$ cat src/rtl/txd_pkg.sv
package txd_pkg;
    localparam int unsigned DEF_NUM_DESC = 128;
    localparam int unsigned LEN_W        = 11;

    // control/status word bit positions
    localparam int unsigned OWN_BIT  = 11;
    localparam int unsigned WRAP_BIT = 12;
    localparam int unsigned IRQ_BIT  = 13;
    localparam int unsigned STAT_LSB = 14;
    localparam int unsigned STAT_W   = 3;
    localparam int unsigned CHAIN_BIT = 17;

    localparam logic [1:0] RA_CTRL = 2'd0;
    localparam logic [1:0] RA_STAT = 2'd1;
    localparam logic [1:0] RA_BASE = 2'd2;

    typedef enum logic [2:0] {
        S_IDLE,
        S_GET_CTL,
        S_GET_BUF,
        S_SEND,
        S_PUT_CTL
    } seq_state_e;
endpackage

$ cat src/rtl/txd_regs.sv
module txd_regs
    import txd_pkg::*;
#(
    parameter int unsigned OFS_W = 10
) (
    input  logic        clk,
    input  logic        rst_n,
    input  logic        wr,
    input  logic [1:0]  addr,
    input  logic [31:0] wdata,
    output logic [31:0] rdata,
    input  logic        set_done,
    input  logic        set_err,
    input  logic        clr_txen,
    output logic        tx_en,
    output logic        base_wr,
    output logic [31:0] base,
    output logic        irq
);
    logic                tx_en_q, irq_en_q, done_q, err_q;
    logic [31:OFS_W]     base_q;
    logic                wr_ctrl, wr_stat;
    logic                unused_wbits;

    assign wr_ctrl = wr && (addr == RA_CTRL);
    assign wr_stat = wr && (addr == RA_STAT);
    assign base_wr = wr && (addr == RA_BASE);
    assign unused_wbits = ^{wdata[OFS_W-1:2]};

    always_ff @(posedge clk) begin
        if (!rst_n) begin
            tx_en_q  <= 1'b0;
            irq_en_q <= 1'b0;
            done_q   <= 1'b0;
            err_q    <= 1'b0;
            base_q   <= '0;
        end else begin
            if (wr_ctrl) begin
                tx_en_q  <= wdata[0];
                irq_en_q <= wdata[1];
            end else if (clr_txen) begin
                tx_en_q <= 1'b0;
            end
            done_q <= set_done | (done_q & ~(wr_stat & wdata[0]));
            err_q  <= set_err  | (err_q  & ~(wr_stat & wdata[1]));
            if (base_wr) base_q <= wdata[31:OFS_W];
        end
    end

    always_comb begin
        unique case (addr)
            RA_CTRL: rdata = {30'd0, irq_en_q, tx_en_q};
            RA_STAT: rdata = {30'd0, err_q, done_q};
            RA_BASE: rdata = {base_q, {OFS_W{1'b0}}};
            default: rdata = 32'd0;
        endcase
    end

    assign tx_en = tx_en_q;
    assign base  = {base_q, {OFS_W{1'b0}}};
    assign irq   = irq_en_q & (done_q | err_q);

    // a one written to the done bit clears it unless a new completion arrives
    p_w1c_done_r9: assert property (@(posedge clk) disable iff (!rst_n)
        (wr_stat && wdata[0] && !set_done) |=> !done_q);

    // the stop path drops the start bit when software is not writing control
    p_stop_clears_start_r3: assert property (@(posedge clk) disable iff (!rst_n)
        (clr_txen && !wr_ctrl) |=> !tx_en_q);
endmodule

$ cat src/rtl/txd_seq.sv
module txd_seq
    import txd_pkg::*;
#(
    parameter int unsigned NUM_DESC = DEF_NUM_DESC
) (
    input  logic             clk,
    input  logic             rst_n,
    input  logic             tx_en,
    input  logic             base_wr,
    input  logic [31:0]      base,
    output logic             mem_req,
    output logic             mem_we,
    output logic [31:0]      mem_addr,
    output logic [31:0]      mem_wdata,
    input  logic [31:0]      mem_rdata,
    input  logic             mem_ack,
    output logic             xmit_req,
    output logic [31:0]      xmit_addr,
    output logic [LEN_W-1:0] xmit_len,
    output logic             xmit_last,
    input  logic             xmit_done,
    input  logic [STAT_W-1:0] xmit_stat,
    output logic             clr_txen,
    output logic             set_done,
    output logic             set_err
);
    localparam int unsigned IDX_W = $clog2(NUM_DESC);
    localparam int unsigned OFS_W = IDX_W + 3;
    localparam logic [IDX_W-1:0] LAST_IDX = IDX_W'(NUM_DESC - 1);

    seq_state_e          state_q, state_d;
    logic [IDX_W-1:0]    idx_q;
    logic [31:0]         ctl_q, buf_q;
    logic [STAT_W-1:0]   stat_q;
    logic                word_sel;
    logic [31:0]         wb_word;
    logic                unused_base;

    assign unused_base = ^{base[OFS_W-1:0]};

    // state register
    always_ff @(posedge clk) begin
        if (!rst_n) state_q <= S_IDLE;
        else        state_q <= state_d;
    end

    // transitions
    always_comb begin
        state_d = state_q;
        unique case (state_q)
            S_IDLE:    if (tx_en) state_d = S_GET_CTL;
            S_GET_CTL: if (mem_ack) state_d = mem_rdata[OWN_BIT] ? S_GET_BUF : S_IDLE;
            S_GET_BUF: if (mem_ack) state_d = S_SEND;
            S_SEND:    if (xmit_done) state_d = S_PUT_CTL;
            S_PUT_CTL: if (mem_ack) state_d = S_IDLE;
            default:   state_d = S_IDLE;
        endcase
    end

    // write-back word: ownership dropped, stub status inserted
    always_comb begin
        wb_word = ctl_q;
        wb_word[OWN_BIT] = 1'b0;
        wb_word[STAT_LSB +: STAT_W] = stat_q;
    end

    // outputs
    always_comb begin
        mem_req   = (state_q == S_GET_CTL) || (state_q == S_GET_BUF) || (state_q == S_PUT_CTL);
        mem_we    = (state_q == S_PUT_CTL);
        word_sel  = (state_q == S_GET_BUF);
        mem_addr  = {base[31:OFS_W], idx_q, word_sel, 2'b00};
        mem_wdata = wb_word;
        xmit_req  = (state_q == S_SEND);
        xmit_addr = buf_q;
        xmit_len  = ctl_q[LEN_W-1:0];
        xmit_last = ~ctl_q[CHAIN_BIT];
        clr_txen  = (state_q == S_GET_CTL) && mem_ack && !mem_rdata[OWN_BIT];
        set_done  = (state_q == S_PUT_CTL) && mem_ack && ctl_q[IRQ_BIT];
        set_err   = (state_q == S_PUT_CTL) && mem_ack && (stat_q != '0);
    end

    // datapath
    always_ff @(posedge clk) begin
        if (!rst_n) begin
            idx_q  <= '0;
            ctl_q  <= '0;
            buf_q  <= '0;
            stat_q <= '0;
        end else begin
            if (state_q == S_GET_CTL && mem_ack) ctl_q <= mem_rdata;
            if (state_q == S_GET_BUF && mem_ack) buf_q <= mem_rdata;
            if (state_q == S_SEND && xmit_done) stat_q <= xmit_stat;
            if (base_wr) begin
                idx_q <= '0;
            end else if (state_q == S_PUT_CTL && mem_ack) begin
                if (ctl_q[WRAP_BIT] || idx_q == LAST_IDX) idx_q <= '0;
                else                                      idx_q <= idx_q + 1'b1;
            end
        end
    end

    // the offer to the stub is held stable until it is taken
    p_hold_offer_r2: assert property (@(posedge clk) disable iff (!rst_n)
        (xmit_req && !xmit_done) |=> (xmit_req && $stable(xmit_addr) && $stable(xmit_len)));

    // a write-back never hands the descriptor back to hardware
    p_wb_drops_own_r4: assert property (@(posedge clk) disable iff (!rst_n)
        (mem_req && mem_we) |-> !mem_wdata[OWN_BIT]);

    // a descriptor not owned by hardware leads to no request of any kind
    p_unowned_idle_r3: assert property (@(posedge clk) disable iff (!rst_n)
        (state_q == S_GET_CTL && mem_ack && !mem_rdata[OWN_BIT]) |=> (!xmit_req && !mem_req));

    // a wrap marker sends the index home
    p_wrap_home_r5: assert property (@(posedge clk) disable iff (!rst_n)
        (state_q == S_PUT_CTL && mem_ack && ctl_q[WRAP_BIT]) |=> (idx_q == '0));
endmodule

$ cat src/rtl/txd_ring_engine.sv
module txd_ring_engine
    import txd_pkg::*;
#(
    parameter int unsigned NUM_DESC = DEF_NUM_DESC
) (
    input  logic        clk,
    input  logic        rst_n,
    input  logic        reg_wr,
    input  logic [1:0]  reg_addr,
    input  logic [31:0] reg_wdata,
    output logic [31:0] reg_rdata,
    output logic        mem_req,
    output logic        mem_we,
    output logic [31:0] mem_addr,
    output logic [31:0] mem_wdata,
    input  logic [31:0] mem_rdata,
    input  logic        mem_ack,
    output logic        xmit_req,
    output logic [31:0] xmit_addr,
    output logic [10:0] xmit_len,
    output logic        xmit_last,
    input  logic        xmit_done,
    input  logic [2:0]  xmit_stat,
    output logic        irq
);
    localparam int unsigned OFS_W = $clog2(NUM_DESC) + 3;

    logic        tx_en, base_wr, clr_txen, set_done, set_err;
    logic [31:0] base;

    txd_regs #(.OFS_W(OFS_W)) regs_i (
        .clk      (clk),
        .rst_n    (rst_n),
        .wr       (reg_wr),
        .addr     (reg_addr),
        .wdata    (reg_wdata),
        .rdata    (reg_rdata),
        .set_done (set_done),
        .set_err  (set_err),
        .clr_txen (clr_txen),
        .tx_en    (tx_en),
        .base_wr  (base_wr),
        .base     (base),
        .irq      (irq)
    );

    txd_seq #(.NUM_DESC(NUM_DESC)) seq_i (
        .clk       (clk),
        .rst_n     (rst_n),
        .tx_en     (tx_en),
        .base_wr   (base_wr),
        .base      (base),
        .mem_req   (mem_req),
        .mem_we    (mem_we),
        .mem_addr  (mem_addr),
        .mem_wdata (mem_wdata),
        .mem_rdata (mem_rdata),
        .mem_ack   (mem_ack),
        .xmit_req  (xmit_req),
        .xmit_addr (xmit_addr),
        .xmit_len  (xmit_len),
        .xmit_last (xmit_last),
        .xmit_done (xmit_done),
        .xmit_stat (xmit_stat),
        .clr_txen  (clr_txen),
        .set_done  (set_done),
        .set_err   (set_err)
    );
endmodule

$ cat config.mk
export PLATFORM = sky130hd
export DESIGN_NAME = txd_ring_engine
export DESIGN_NICKNAME = d
export VERILOG_FILES = /design/src/rtl/txd_pkg.sv /design/src/rtl/txd_regs.sv /design/src/rtl/txd_seq.sv /design/src/rtl/txd_ring_engine.sv
export SDC_FILE = /design/constraint.sdc
export NUM_CORES = 1
export LEC_CHECK = 0
export CORE_ASPECT_RATIO = 0.6
export CORE_MARGIN = 4
export CORE_UTILIZATION = 43
export CTS_CLUSTER_SIZE = 20
export DETAILED_ROUTE_END_ITERATION = 8
export GPL_ROUTABILITY_DRIVEN = 0
export GPL_TIMING_DRIVEN = 0
export HOLD_SLACK_MARGIN = 0.06
export PLACE_DENSITY = 0.92
export REMOVE_ABC_BUFFERS = 1
export SYNTH_ARGS = -nofsm -noshare
export SYNTH_HDL_FRONTEND = slang
export SYNTH_SLANG_ARGS = --single-unit
$ cat constraint.sdc
create_clock -name clk -period 4.2 [get_ports clk]
set_input_delay 0.63 -clock clk [delete_from_list [all_inputs] [get_ports clk]]
set_output_delay 0.63 -clock clk [all_outputs]
set_load 0.05 [all_outputs]
Word level (Yosys, flattened, before mapping)
Cells that the tools add are included.
Widths: inputs -> output; s select.
Operators by class
  bitwise operators: 12
  reduce and logical (&&, ||, !) cells: 20
  add/subtract/negate cells: 1
  mux-type cells: 11
  equality and inequality tests: 12
Operators with widths (number)
  $pmux 32 s3: 1
  $mux 3: 5
  $pmux 3 s5: 1
  $logic_and 1x1->1: 10
  $add 7x1->7 const B: 1
  $eq 7x7->1 const B: 1
  $mux 7: 1
  $eq 3x2->1 const B: 2
  $ne 2x2->1 const B: 3
  $and 1x1->1: 5
  $reduce_and 5->1: 1
  $ne 2x1->1 const B: 2
  $not 1->1: 4
  $eq 3x1->1 const B: 1
  $eq 3x3->1 const B: 1
  $logic_not 3->1: 1
  $logic_or 1x1->1: 3
  $or 1x1->1: 3
  $reduce_bool 3->1: 1
  $eq 2x1->1 const B: 1
  $eq 2x2->1 const B: 1
  $logic_not 2->1: 1
  $mux 1: 2
  $mux 2: 1
  other kinds (3): 3
Word-level totals
  word-level logic and storage cells: 66
  input bits: 74
  output and inout bits: 144
  flip-flop bits (word level): 103

Longest topological paths before layout
  word-level depth: 6
  depth in mapped cells: 7
  gate-level depth less buffers: 4

Hierarchy
A second synthesis with hierarchy kept.
Second synthesis, totals
  cell total of the unflattened synthesis: 545
  area, all modules: 4611.9 µm²
By module, submodules not included
  txd_seq: times used 1, area an instance 3208.1 µm², seq. area each 1461.4 µm², cells each 380
  txd_regs: times used 1, area an instance 1403.8 µm², seq. area each 520.5 µm², cells each 165

Worst setup path after synthesis
No wires, ideal clock.
  path type: flip-flop to output port
  from: register seq_i.state_q[1]
  to: output port mem_we
  arrival time: 1.680 ns
  cell stages (with the launch flop): 3
  required time: 3.570 ns
  setup slack: 1.890 ns
  path buffers: 1
  cell sequence: dfxtp_1 > buf_4 > nor3b_1
Between the ends
  longest elaborated chain between the ends: 1
RTL lines
  start, declared: RTL line txd_seq.sv:31  | seq_state_e state_q, state_d;
  start signal, assigned: RTL line txd_seq.sv:44  | else state_q <= state_d;
  $eq 3x3->1: RTL line txd_seq.sv:70  | mem_we = (state_q == S_PUT_CTL);
  end, declared: RTL line txd_ring_engine.sv:13  | output logic mem_we,
Every way passes these cells.

Worst setup path in the final report
  from: input port reg_addr[0]
  to: output port reg_rdata[23]
Between the ends
  longest elaborated chain between the ends: 2
  elaborated cells on any way between the ends: 4
  classes of those cells: 2 x eq/ne; 1 x mux; 1 x reduce/logical
RTL lines
  start, declared: RTL line txd_ring_engine.sv:9  | input logic [1:0] reg_addr,
  $eq 2x2->1, or another cell as far along: RTL line txd_regs.sv:51  | unique case (addr)
  $pmux 32 s3 (*): RTL line txd_regs.sv:51
  end, declared: RTL line txd_ring_engine.sv:11  | output logic [31:0] reg_rdata,
Every way passes the cells marked *; elsewhere a longest branch is shown, timed or not.

==> results.py <==
metrics = {
    "pwr": {
        "p_leak_nw": 2.24,
        "powerDensity_mw_per_mm2": 311,
        "ir_worst_vdd_uv": 215,
    },
    "timing": {
        "drv_slew": 0,
        "tns_ns": 0,
        "fin_crit_ns": 3.50,
        "tightest_slew_ns": 1.21,
        "clock.fmax_mhz": 285,
        "finalHoldViolations": 0,
        "rsz0062_at_grt": "false",
        "finClkSkew_ns": 0.00523,
        "setup_viol": 0,
        "slew_headroom_pct": 19.5,
        "whs_ns": 0.455,
        "post-route-period-util_pct": 83.4,
    },
    "detailed_routing": {
        "drt-pass1-iter-count": 5,
        "drtIter0Drc": 131,
        "vias_per_cell": 4.86,
        "drc_errors": 0,
        "route.vias.total": 3905,
        "drtAntennaViolNets": 0,
        "wire_per_inst_um": 15.4,
        "wl_um": 12300,
    },
    "critical_path": {
        "r2r_start": "seq_i.state_q[1]$_SDFFE_PN0P_",
        "rrSetupSlack_ns": 1.80,
        "start_kind": "input port",
        "r2r_cells": 4,
        "worstPathMaxFanout": 24,
        "critPathCaptureType": "primary output",
        "path_class": "in2out",
        "cp.required_ns": 3.57,
        "critical_path_arrival_ns": 2.87,
        "r2r_end": "seq_i.xmit_addr[10]$_SDFFE_PN0P_",
    },
    "job": {
        "max_cap_violations": 0,
    },
    "hold_path": {
        "whs_endpoint": "seq_i.xmit_addr[3]$_SDFFE_PN0P_",
        "holdCritStartpoint": "seq_i.xmit_addr[3]$_SDFFE_PN0P_",
        "holdPathStages": 2,
        "hold_path.class": "reg2reg",
    },
    "synthesis": {
        "synthTopCellsByCount": "nand2_1, dfxtp_1, a21boi_1",
        "yosysTopAreaCellShare_pct": 46.6,
        "synthArstFlopShare_pct": 0,
        "synth_warnings": 0,
        "syn_inst": 503,
        "synth_seq_area_share_pct": 46.6,
        "syn_area_per_cell_um2": 8.45,
        "synth.largest_area_cell": "dfxtp_1",
        "synth_most_common_cell": "nand2_1",
        "synth.cell_area_mm2": 0.00425,
        "yosys_register_bits": 99,
        "synth_edf_count": 0,
        "synth_flop_cell": "dfxtp_1",
        "synthDistinctLibCells": 36,
        "ys_top_cells_by_area": "dfxtp_1, nand2_1, a21boi_1, buf_4, a21boi_0",
    },
    "clock_tree": {
        "clkLatencyLatePin_ns": 0.33,
        "cts_tree": "built",
        "post_cts_resized": 0,
        "cts_buffer_depth": 2,
        "clkTransAtPathRegs_ns": 0.07,
        "cts_setup_buffers": 0,
        "cts_sinks": 99,
        "cts-hold-fix-buffers": 0,
        "cts_made_buffers": 9,
        "root_buffer": "clkbuf_16",
        "cts_max_level": 3,
    },
    "global_routing": {
        "grt_start_max_net_pins": 62,
        "antenna_found_initial": 0,
        "gr-total-overflow": 0,
        "track_usage_pct": 20.6,
        "grt_pass1_vias": 3742,
        "grt_pass1_wl_um": 19300,
    },
    "final_layout": {
        "nets": 744,
        "drive_gt1_share_pct": 3.42,
        "final_area_mm2": 0.00642,
        "num_antenna_cells": 0,
        "area_growth_pct": 51.1,
    },
    "floorplan": {
        "coreArea_mm2": 0.00939,
        "die_area_mm2": 0.0116,
        "std_cell_rows": 27,
        "dieHeight_um": 85,
        "start_util_pct": 45.2,
        "die_w_um": 136,
        "io_pins": 218,
    },
    "placement": {
        "hpwl_um": 9410,
        "place_area_mm2": 0.00613,
        "port_buffers": 198,
    },
    "run_status": {
        "status": "finished clean",
    },
}
## power by group
part | internal (W) | switching [W] | total [W]
Clock | 0.000459 | 0.000344 | 0.000803
Combinational | 0.000103 | 0.000131 | 0.000234
Sequential | 0.000951 | 0.00000951 | 0.000960
Total | 0.00151 | 0.000485 | 0.00200
## cell families after synthesis
| logic type | after synthesis | share of synthesized area, % |
|---|---|---|
| and+or+nand+nor | 238 | 25.4 |
| DFF | 99 | 46.6 |
| AOI/OAI and AO/OA | 93 | 16.1 |
| buffers and inverters | 56 | 8.16 |
| muxes | 9 | 2.12 |
| xor gates and xnor gates | 6 | 1.24 |
| adders and majority gates | 1 | 0.294 |
| other | 1 | 0.0883 |
## per-layer routing
layer / global-route usage, % / part of all wire [%]
met2: 36.2 / 50
met3: 5.57 / 6.2
met5: 0 / 0
met1: 25.1 / 42
met4: 5.22 / 1.1
## critical path: stages
cell	delay (ns)
clkdlybuf4s50_1	0.51
and2b_1	0.66
and2_1	0.23
clkdlybuf4s50_1	0.83
## area by class of cell
| type | instances | area, um2 |
|---|---|---|
| fill | 774 | 2970 |
| timing repair buffer | 200 | 2020 |
| sequential | 99 | 1980 |
| multi-input combinational | 358 | 1960 |
| clock buffer | 9 | 225 |
| tap | 130 | 163 |
| clock inverter | 6 | 66.3 |
| inverter | 1 | 3.75 |
## sequential cells by signal, summed over array words and instances (netlist names), 3 cells and up
register and cells:
seq_i.xmit_addr 32, seq_i.ctl_q 28, regs_i.base_q 22, seq_i.idx_q 7, seq_i.stat_q 3, seq_i.state_q 3
## stage by stage
| step | instances | setup slack (ns) | total power, W | utilization [%] |
|---|---|---|---|---|
| finish | 803 | 0.697 | 0.00200 | 68.4 |
| floorplan | 458 | 1.77 | 0.00109 | - |
| global route | 803 | 0.601 | 0.00208 | 68.4 |
| global placement | 786 | 0.507 | 0.00121 | 64.8 |
| CTS | 803 | 0.700 | 0.00202 | 68.4 |
| detailed placement | 788 | 0.692 | 0.00121 | 65.3 |
## worst max-delay path by stage
stage                                        from  depth (start not counted)                          end  slack (ns)
global route                          reg_addr[0]                          4                reg_rdata[26]        0.60
global placement                            rst_n                          3  seq_i.idx_q[0]$_SDFFE_PP0P_        0.51
finish                                reg_addr[0]                          4                reg_rdata[23]        0.70
detailed placement                    reg_addr[0]                          4                reg_rdata[23]        0.69
floorplan           seq_i.state_q[1]$_SDFFE_PN0P_                          2                      mem_req        1.77
CTS                                   reg_addr[0]                          4                reg_rdata[23]        0.70
## layout by cell type (no fill, tap or decap), types with 2 or more instances in the layout
master,Yosys,routed
clkdlybuf4s50_1,0,197
o21ai_0,3,3
clkbuf_16,0,9
conb_1,1,11
and2_1,25,25
xnor2_1,2,2
clkinvlp_4,0,3
dfxtp_1,99,99
nand2b_1,2,2
mux2i_1,9,9
and3b_1,2,2
nor3b_1,3,3
xor2_1,4,4
nor2b_1,5,5
a21boi_1,62,62
a21oi_1,2,2
nor2_1,12,12
nand2_1,176,176
nand4_1,4,4
a21boi_0,22,22
(Power assumes the default switching activity.)
